`src/rtl/blk_ers_pkg.sv`:
```
package blk_ers_pkg;
    typedef enum logic [2:0] {
        ST_IDLE,
        ST_ARMED,
        ST_SEEK,
        ST_ERASE,
        ST_DONE
    } ers_state_t;
endpackage

```
`src/rtl/ers_mask.sv`:
```
module ers_mask #(
    parameter int NLM = 4,
    parameter int NHI = 4,
    localparam int NT = NLM + NHI + 1
) (
    input  logic [NLM-1:0] sel_lm,
    input  logic [NHI-1:0] sel_hi,
    input  logic [NLM-1:0] lock_lm_a,
    input  logic [NLM-1:0] lock_lm_b,
    input  logic [NHI-1:0] lock_hi,
    input  logic           shadow_sel,
    output logic [NT-1:0]  mask
);
    always_comb begin
        if (shadow_sel) begin
            mask         = '0;
            mask[NT-1]   = 1'b1;
        end else begin
            mask = {1'b0, sel_hi & ~lock_hi, sel_lm & ~(lock_lm_a | lock_lm_b)};
        end
    end
endmodule

```
`src/rtl/ers_pick.sv`:
```
module ers_pick #(
    parameter int N  = 9,
    parameter int IW = 4
) (
    input  logic [N-1:0]  vec,
    output logic [IW-1:0] idx,
    output logic          any
);
    // Lowest set index wins: scan downward so the last hit is the lowest.
    always_comb begin
        idx = '0;
        any = 1'b0;
        for (int i = N - 1; i >= 0; i--) begin
            if (vec[i]) begin
                idx = IW'(i);
                any = 1'b1;
            end
        end
    end
endmodule

```
`src/rtl/ers_array.sv`:
```
module ers_array #(
    parameter int NT = 9,
    parameter int DW = 8,
    parameter int IW = 4
) (
    input  logic          clk,
    input  logic          rst_n,
    input  logic          ers_we,
    input  logic [IW-1:0] ers_idx,
    input  logic          prog_en,
    input  logic [IW-1:0] prog_idx,
    input  logic [DW-1:0] prog_data,
    input  logic [IW-1:0] rd_idx,
    output logic [DW-1:0] rd_data
);
    logic [DW-1:0] mem [NT];

    always_ff @(posedge clk or negedge rst_n) begin
        if (!rst_n) begin
            for (int i = 0; i < NT; i++) mem[i] <= '0;
        end else begin
            if (ers_we && int'(ers_idx) < NT)
                mem[ers_idx] <= '1;
            if (prog_en && int'(prog_idx) < NT && !(ers_we && prog_idx == ers_idx))
                mem[prog_idx] <= mem[prog_idx] & prog_data;
        end
    end

    assign rd_data = (int'(rd_idx) < NT) ? mem[rd_idx] : '0;

    // Checker: the block named by the last erase request holds all ones.
    logic          chk_we;
    logic [IW-1:0] chk_idx;
    always_ff @(posedge clk or negedge rst_n) begin
        if (!rst_n) begin
            chk_we  <= 1'b0;
            chk_idx <= '0;
        end else begin
            chk_we  <= ers_we && int'(ers_idx) < NT;
            chk_idx <= ers_idx;
        end
    end

    assert_erased_ones_R1: assert property (@(posedge clk) disable iff (!rst_n)
        chk_we |-> mem[chk_idx] == '1);
endmodule

```
`src/rtl/blk_erase_seq.sv`:
```
module blk_erase_seq
    import blk_ers_pkg::*;
#(
    parameter int NLM = 4,
    parameter int NHI = 4,
    parameter int DW  = 8,
    parameter int CW  = 8,
    localparam int NB = NLM + NHI,
    localparam int NT = NB + 1,
    localparam int IW = $clog2(NT)
) (
    input  logic          clk,
    input  logic          rst_n,
    input  logic          ers_mode,
    input  logic          hv_en,
    input  logic          abort,
    input  logic          shadow_sel,
    input  logic [NLM-1:0] sel_lm,
    input  logic [NHI-1:0] sel_hi,
    input  logic [NLM-1:0] lock_lm_a,
    input  logic [NLM-1:0] lock_lm_b,
    input  logic [NHI-1:0] lock_hi,
    input  logic [CW-1:0] erase_cycles,
    input  logic          prog_en,
    input  logic [IW-1:0] prog_blk,
    input  logic [DW-1:0] prog_data,
    input  logic [IW-1:0] rd_blk,
    output logic [DW-1:0] rd_data,
    output logic          done,
    output logic          ers_active,
    output logic [IW-1:0] ers_blk,
    output logic [NT-1:0] indet
);
    ers_state_t    state, nstate;
    logic          ers_q;
    logic [NT-1:0] pend;
    logic [NT-1:0] indet_q;
    logic [IW-1:0] cur;
    logic [CW-1:0] cnt;
    logic [NT-1:0] mask;
    logic [IW-1:0] pick_idx;
    logic          pick_any;
    logic          last;
    logic          ers_we;
    logic [CW:0]   cnt_nxt;

    ers_mask #(.NLM(NLM), .NHI(NHI)) i_mask (
        .sel_lm(sel_lm), .sel_hi(sel_hi), .lock_lm_a(lock_lm_a),
        .lock_lm_b(lock_lm_b), .lock_hi(lock_hi), .shadow_sel(shadow_sel),
        .mask(mask)
    );

    ers_pick #(.N(NT), .IW(IW)) i_pick (
        .vec(pend), .idx(pick_idx), .any(pick_any)
    );

    ers_array #(.NT(NT), .DW(DW), .IW(IW)) i_array (
        .clk(clk), .rst_n(rst_n), .ers_we(ers_we), .ers_idx(cur),
        .prog_en(prog_en), .prog_idx(prog_blk), .prog_data(prog_data),
        .rd_idx(rd_blk), .rd_data(rd_data)
    );

    // A count of zero finishes after one cycle, like a count of one.
    assign cnt_nxt = {1'b0, cnt} + (CW+1)'(1);
    assign last    = cnt_nxt >= {1'b0, erase_cycles};

    // State register
    always_ff @(posedge clk or negedge rst_n) begin
        if (!rst_n) state <= ST_IDLE;
        else        state <= nstate;
    end

    // Next state
    always_comb begin
        nstate = state;
        unique case (state)
            ST_IDLE:  if (ers_mode && !ers_q) nstate = ST_ARMED;
            ST_ARMED: begin
                if (!ers_mode)  nstate = ST_IDLE;
                else if (hv_en) nstate = (|mask) ? ST_SEEK : ST_DONE;
            end
            ST_SEEK:  begin
                if (abort || !pick_any) nstate = ST_DONE;
                else                    nstate = ST_ERASE;
            end
            ST_ERASE: begin
                if (abort)     nstate = ST_DONE;
                else if (last) nstate = ST_SEEK;
            end
            ST_DONE:  if (!ers_mode) nstate = ST_IDLE;
            default:  nstate = ST_IDLE;
        endcase
    end

    // Sequencing data: pending set, current block, counter, flags
    always_ff @(posedge clk or negedge rst_n) begin
        if (!rst_n) begin
            ers_q   <= 1'b0;
            pend    <= '0;
            indet_q <= '0;
            cur     <= '0;
            cnt     <= '0;
        end else begin
            ers_q <= ers_mode;
            unique case (state)
                ST_ARMED: if (ers_mode && hv_en) pend <= mask;
                ST_SEEK: begin
                    if (abort) begin
                        indet_q <= indet_q | pend;
                        pend    <= '0;
                    end else if (pick_any) begin
                        cur <= pick_idx;
                        cnt <= '0;
                    end
                end
                ST_ERASE: begin
                    if (abort) begin
                        indet_q <= indet_q | pend;
                        pend    <= '0;
                    end else if (last) begin
                        pend[cur]    <= 1'b0;
                        indet_q[cur] <= 1'b0;
                    end else begin
                        cnt <= cnt + CW'(1);
                    end
                end
                default: ;
            endcase
        end
    end

    // Outputs
    always_comb begin
        done       = (state == ST_DONE);
        ers_active = (state == ST_ERASE);
        ers_we     = (state == ST_ERASE) && !abort && last;
        ers_blk    = cur;
        indet      = indet_q;
    end

    // Checker state: raw inputs captured at sequence start
    logic [NT-1:0] sel_snap, lock_snap, cur_hot;
    logic          shadow_snap;
    always_ff @(posedge clk or negedge rst_n) begin
        if (!rst_n) begin
            sel_snap    <= '0;
            lock_snap   <= '0;
            shadow_snap <= 1'b0;
        end else if (state == ST_ARMED && ers_mode && hv_en) begin
            sel_snap    <= {1'b0, sel_hi, sel_lm};
            lock_snap   <= {1'b0, lock_hi, lock_lm_a | lock_lm_b};
            shadow_snap <= shadow_sel;
        end
    end
    assign cur_hot = NT'(1) << cur;

    assert_lock_honoured_R2: assert property (@(posedge clk) disable iff (!rst_n)
        (ers_active && !shadow_snap) |-> ((sel_snap & cur_hot) != '0 && (lock_snap & cur_hot) == '0));

    assert_ascending_R3: assert property (@(posedge clk) disable iff (!rst_n)
        ers_active |-> ((pend & (cur_hot - NT'(1))) == '0 && (pend & cur_hot) != '0));

    assert_shadow_only_R5: assert property (@(posedge clk) disable iff (!rst_n)
        (ers_active && shadow_snap) |-> cur == IW'(NB));

    assert_abort_flags_R6: assert property (@(posedge clk) disable iff (!rst_n)
        ((state == ST_ERASE || state == ST_SEEK) && abort) |=> (done && (indet & $past(pend)) == $past(pend)));

    assert_flag_cleared_R7: assert property (@(posedge clk) disable iff (!rst_n)
        ers_we |=> (indet & $past(cur_hot)) == '0);

    assert_done_empty_R8: assert property (@(posedge clk) disable iff (!rst_n)
        done |-> pend == '0);
endmodule

```
`config.mk`:
```
export PLATFORM = sky130hd
export DESIGN_NAME = blk_erase_seq
export DESIGN_NICKNAME = d
export VERILOG_FILES = /design/src/rtl/blk_ers_pkg.sv /design/src/rtl/ers_mask.sv /design/src/rtl/ers_pick.sv /design/src/rtl/ers_array.sv /design/src/rtl/blk_erase_seq.sv
export SDC_FILE = /design/constraint.sdc
export NUM_CORES = 1
export LEC_CHECK = 0
export BUFFER_PORTS_ARGS = -buffer_cell sky130_fd_sc_hd__buf_2
export CORE_MARGIN = 2
export CORE_UTILIZATION = 40
export CTS_CLUSTER_DIAMETER = 40
export DETAILED_ROUTE_END_ITERATION = 7
export PLACE_DENSITY = 0.64
export SLEW_MARGIN = 10
export SYNTH_ARGS = -nofsm -noshare
export SYNTH_HDL_FRONTEND = slang
export SYNTH_SLANG_ARGS = --single-unit
```
`constraint.sdc`:
```
create_clock -name clk -period 2.8 [get_ports clk]
set_input_delay 0.7 -clock clk [delete_from_list [all_inputs] [get_ports clk]]
set_output_delay 0.7 -clock clk [all_outputs]
set_load 0.01 [all_outputs]
```
; Word level (Yosys, flattened, before mapping)
; Index checks and enable logic that the tools add are counted.
[op_classes]
addsub = 2
n_reduce_logical = 25
mux = 58
n_lt_le_gt_ge = 11
n_eq_ne = 15
bitwise = 15
[op_table]
columns = cell, count
row1 = 2-to-1 mux 72 bit, 2
row2 = 2-to-1 mux 8 bit, 11
row3 = bitwise mux 72 bit, 1
row4 = 2-to-1 mux 9 bit, 8
row5 = bitwise OR 72 bit, 1
row6 = binary-select mux 8 bit (select 4 bit), 2
row7 = demux 8 bit (select 4 bit), 2
row8 = 2-to-1 mux 4 bit, 9
row9 = case mux 9 bit (3 select lines), 1
row10 = 2-to-1 mux 3 bit, 8
row11 = bitwise AND 9 bit, 2
row12 = case mux 9 bit (2 select lines), 1
row13 = inequality test 2 bit (second input constant), 8
row14 = case mux 8 bit (2 select lines), 1
row15 = >= comparator 5 bit (second input constant), 3
row16 = NOT 4 -> 5 bit, 3
row17 = case mux 3 bit (5 select lines), 1
row18 = < comparator 4 bit (second input constant), 3
row19 = logical AND 1 bit, 11
row20 = < comparator 5 x 1 -> 1 bit (second input constant), 2
row21 = 2-to-1 mux 1 bit, 10
row22 = adder 8 x 1 -> 9 bit (second input constant), 1
row23 = >= comparator 9 x 8 -> 1 bit, 1
row24 = NOT 9 bit, 1
row25 = other kinds (25), 33
[word_totals]
register_bits = 106
input_bits = 51
output_inout_bits = 23
wordCells = 141

; Logic depth before layout (Yosys ltp)
[depth]
ltp_word = 13
mapped_depth = 12

; Hierarchy
; From an unflattened synthesis, not the netlist that was laid out.
[hier_totals]
hier_cells = 644
hier_area_um2 = 6976.7
[modules_own_cells]
columns = module, cells_each, area_each_um2, n_inst, seq_area_each_um2
row1 = ers_array, 388, 4531.8, 1, 1801.7
row2 = blk_erase_seq, 231, 2192.1, 1, 850.8
row3 = ers_mask, 10, 153.9, 1, 0.0
row4 = ers_pick, 15, 98.8, 1, 0.0

; Least setup slack after synthesis
; OpenSTA, ideal clock, no wires.
[synth_path]
kind = reg-to-reg
start = register cnt[0]
end = register i_array.mem[56] in the netlist's numbering
slack_ns = -0.036
path_stages_with_launch = 12
path_buffers = 1
arrival_ns = 2.705
synth_period_minus_slack_ns = 2.836
cell_sequence = dfrtp_1 -> and3_1 -> and3_1 -> xnor2_1 -> ha_1 -> and3_1 -> a221oi_2 -> o41a_4 -> a211oi_4 -> or4_1 -> buf_4 -> mux2i_1
[synth_via]
elab_chain_cells = 7
word_cells_on_any_way = 10
classes_between = add/sub: 1 / order compare: 1 / mux: 3 / reduce/logical: 5
[synth_lines]
columns = element, line
row1 = "start, declared", blk_erase_seq.sv:39  ; logic [CW-1:0] cnt;
row2 = "start signal, assigned", blk_erase_seq.sv:124  ; cnt <= cnt + CW'(1);
row3 = adder 8 x 1 -> 9 bit *, blk_erase_seq.sv:64  ; assign cnt_nxt = {1'b0, cnt} + (CW+1)'(1);
row4 = >= comparator 9 x 8 -> 1 bit *, blk_erase_seq.sv:65  ; assign last = cnt_nxt >= {1'b0, erase_cycles};
row5 = logical AND 1 bit *, blk_erase_seq.sv:136  ; ers_we = (state == ST_ERASE) && !abort && last;
row6 = "logical AND 1 bit, on equally long branches", n/a
row7 = 2-to-1 mux 72 bit / logical NOT 1 bit (equally long branches), "ers_array.sv:22, ers_array.sv:24"
row8 = bitwise mux 72 bit / logical AND 1 bit (equally long branches), "ers_array.sv:25, ers_array.sv:24"
row9 = 2-to-1 mux 72 bit *, ers_array.sv:24  ; if (prog_en && int'(prog_idx) < NT && !(ers_we && prog_idx == ers_idx))
row10 = "end signal, assigned by index", ers_array.sv:25  ; mem[prog_idx] <= mem[prog_idx] & prog_data;
row11 = "end, declared", ers_array.sv:16  ; logic [DW-1:0] mem [NT];
; Mark *: on every way between the ends. The rest lies on a longest branch, timed or not.
; A chain may end at the register's enable or synchronous reset.

; Worst setup path in the final report
[layout_path]
start = register cnt[1]
end = register i_array.mem[60] in the netlist's numbering
; Same word-level chain as after synthesis.

==> flow_summary_export.csv <==
group,metric,value,unit
synthesis,synth-edff-count,0,
sta,hold_viol_final,0,
synthesis,syn-num-nets,670,
cts,numClockSinks,106,
sta,worst_pin_slew,709,ps
worst_setup_path,startpoint_type,"flip-flop",
cts,clk_latency,360,ps
cts,cts.reportedPaths.clkPinSlew,70,ps
worst_setup_path,r2r-end,"i_array.mem[60]",
worst_setup_path,cpPeakStageDelay,450,ps
synthesis,ys_seq_area_frac,0.418,
worst_setup_path,rrSetupSlack,-110,ps
detailed_routing,wl_per_cell,19.4,microns
cts,htree_levels,3,
pwr,cellLeakagePower,3.63,nW
layout,drive_above_1_share,0.318,
job,max-cap-violations,0,
place,portBuffers,73,
cts,root_buffer,"clkbuf_16",
worst_setup_path,cp.required,3020,ps
global_routing,antenna_found_initial,0,
sta,max_freq,0.344,GHz
place,place.gp.congestion,0.901,
detailed_routing,drc,0,
place,place_worst_setup_slack,-226,ps
hold_path,hp-class,"input port to asynchronous set/reset pin",
detailed_routing,final_antenna_net_count,0,
cts,tritoncts,"done",
layout,syn_to_final_growth,25.5,%
synthesis,synth_cells,610,
sta,fin_worst_skew,7.15,ps
worst_setup_path,arrival,3130,ps
pwr,powerDensity,658,nW/um^2
synthesis,ys_seq_elements,106,
layout,mostFrequentLayoutCell,"dfrtp_1",
worst_setup_path,crit_path_end_kind,"flip-flop",
sta,slew_violations,0,
sta,fin_tns_setup,-2170,ps
sta,rsz0062_at_grt,"yes",
synthesis,ys_warn_count,0,
floorplanning,die_w,130,microns
outcome,violations,"negative setup slack",
layout,fin_nets,785,
worst_setup_path,reg2reg_from,"cnt[1]",
sta,fin_ws,-108,ps
sta,min_period,2910,ps
global_routing,grtUsageTotal,0.226,
outcome,status,"finished with violations",
floorplanning,dieArea,16900,sq um
place,dp_hpwl,13100,microns
sta,post-route-period-util,1.04,
sta,maxSlewHeadroom,0.526,
worst_setup_path,r2r_cells,12,
global_routing,gr-total-overflow,0,
detailed_routing,viasPerCell,5.57,
layout,final_cell_mix,"dfrtp_1 (106), nor2_1 (99), mux2i_1 (87), buf_2 (71), buf_4 (46)",
worst_setup_path,crit_path_cell_trace,"ha_4, nand3_4, nor2_4, xnor2_2, ha_1, and3_4, a221oi_4, o41a_4, a211oi_4, or4_4, buf_4, mux2i_1",
synthesis,ys.flop_type,"dfrtp_1",
cts,cts_buffer_depth,2,
detailed_routing,drt-total-wl,18300,microns
worst_setup_path,slowest_stage,"or4_4",
pwr,finalPower,0.00524,W
synthesis,ys_async_sr_fraction,1.00,
layout,diodes,0,
floorplanning,rows,46,
detailed_routing,drt_first_iter_violations,420,
layout,final-seq-area,2650,sq um
floorplanning,die_h,130,microns
cts,ctsHoldBuffers,0,
layout,fillCellCount,1379,
pwr,peakVddDrop,0.000307,V
sta,final-setup-viol-count,54,
synthesis,syn_area_per_cell,10.4,sq um
global_routing,grt_pass1_wl,29300,microns
worst_setup_path,path_max_fanout,5,
detailed_routing,first_pass_iters,5,
synthesis,yosysUniqueCellTypes,56,
detailed_routing,vias,5273,
cts,cts_made_buffers,9,
floorplanning,initial_utilization,0.403,
synthesis,syn_area,6340,sq um
floorplanning,io_pins,74,
floorplanning,core-area,15700,sq um
global_routing,grt_pass1_vias,5517,
global_routing,grt_start_max_net_pins,49,
sta,fin_hold_ws,351,ps
worst_setup_path,critPathKind,"flip-flop to flip-flop",
layout,multi_input_area,3710,sq um
[repair_timing]
item	CTS	global route
setup endpoints to repair	92	100
resized for setup	24	39
buffers inserted	3	7
cloned	1	0
pin swaps	12	6
hold endpoints to repair	0	0
[stage by stage]
stage          cell area [sq um]  utilization  cells
4_1_cts                     7740        0.493    940
6_report                    7960        0.506    946
3_5_place_dp                7280        0.464    920
3_3_place_gp                7280        0.464    920
2_1_floorplan               6360            -    610
5_1_grt                     7960        0.506    946
[state kept, by name, indices dropped and copies added (netlist names)]
register / count
i_array.mem: 72
indet: 9
pend: 9
cnt: 8
ers_blk: 4
state: 3
ers_q: 1
[synth_stat cells, drive strengths merged, types with 3 or more instances]
| master | n | area [sq um] |
|---|---|---|
| buf | 16 | 88.8 |
| or3 | 3 | 18.8 |
| nand3 | 14 | 70.1 |
| o21ai | 31 | 155 |
| a211oi | 4 | 57.6 |
| mux2 | 10 | 113 |
| xnor2 | 9 | 78.8 |
| nor2b | 9 | 56.3 |
| a21o | 4 | 30.0 |
| inv | 20 | 75.1 |
| o22ai | 6 | 37.5 |
| ha | 9 | 113 |
| dfrtp | 106 | 2650 |
| clkbuf | 14 | 52.6 |
| nand2 | 45 | 171 |
| nand2b | 11 | 68.8 |
| nor2 | 105 | 404 |
| nand4 | 5 | 31.3 |
| and3 | 3 | 18.8 |
| a21oi | 21 | 113 |
| mux4 | 27 | 608 |
| nor3b | 4 | 30.0 |
| mux2i | 89 | 891 |
| nor3 | 8 | 45.0 |
| o31ai | 6 | 45.0 |
[logic make-up (layout without fill, tap and decap cells)]
| group | after synthesis | in the layout | synth area share |
|---|---|---|---|
| AO/OA/AOI/OAI | 91 | 92 | 0.103 |
| multiplexers | 126 | 126 | 0.254 |
| AND/OR/NAND/NOR | 218 | 218 | 0.159 |
| XOR/XNOR | 10 | 10 | 0.0138 |
| adder cells (fa/ha/maj) | 9 | 9 | 0.0178 |
| flip-flops | 106 | 106 | 0.418 |
| buffers and inverters | 50 | 169 | 0.0341 |
[how the worst max path moves through the flow]
stage	from	to	slack (ps)	depth (start not counted)
after global placement	erase_cycles[2]	i_array.mem[47]	-110	10
after detailed placement	cnt[0]	i_array.mem[46]	-230	11
after CTS	cnt[0]	i_array.mem[60]	-100	11
final	cnt[1]	i_array.mem[60]	-110	12
after floorplan	cnt[0]	cnt[2]	2	12
after global routing	cnt[1]	i_array.mem[59]	-250	12
[layer usage]
metal / vias to the layer above / track usage / part of all wire
li1: 2423 / - / -
met1: 2652 / 0.305 / 0.43
met2: 163 / 0.370 / 0.50
met3: 35 / 0.0312 / 0.048
met4: 0 / 0.0898 / 0.022
met5: - / 0 / 0
[worst max-delay path: cells and delay by family (launching register included)]
| kind | cells | cell delay [ps] |
|---|---|---|
| muxes | 1 | 120 |
| DFF | 1 | 420 |
| AOI/OAI and AO/OA | 3 | 620 |
| xor gates and xnor gates | 1 | 190 |
| and+or+nand+nor | 4 | 780 |
| buffers and inverters | 1 | 160 |
| adders and majority gates | 2 | 470 |
[final cells by class]
cell class / count / share of cell area
Multi-Input combinational cell: 455 / 0.467
Sequential cell: 106 / 0.333
Timing Repair Buffer: 133 / 0.118
Tap cell: 216 / 0.0340
Clock buffer: 10 / 0.0288
Inverter: 20 / 0.00944
Clock inverter: 6 / 0.00928
[report_power, final]
group	internal, W	switching (W)	total, W
clock	0.000706	0.000623	0.00133
combinational	0.000848	0.000928	0.00178
sequential	0.00180	0.000327	0.00213
total	0.00336	0.00188	0.00524
No activity file was read; power rests on OpenSTA's default activity.
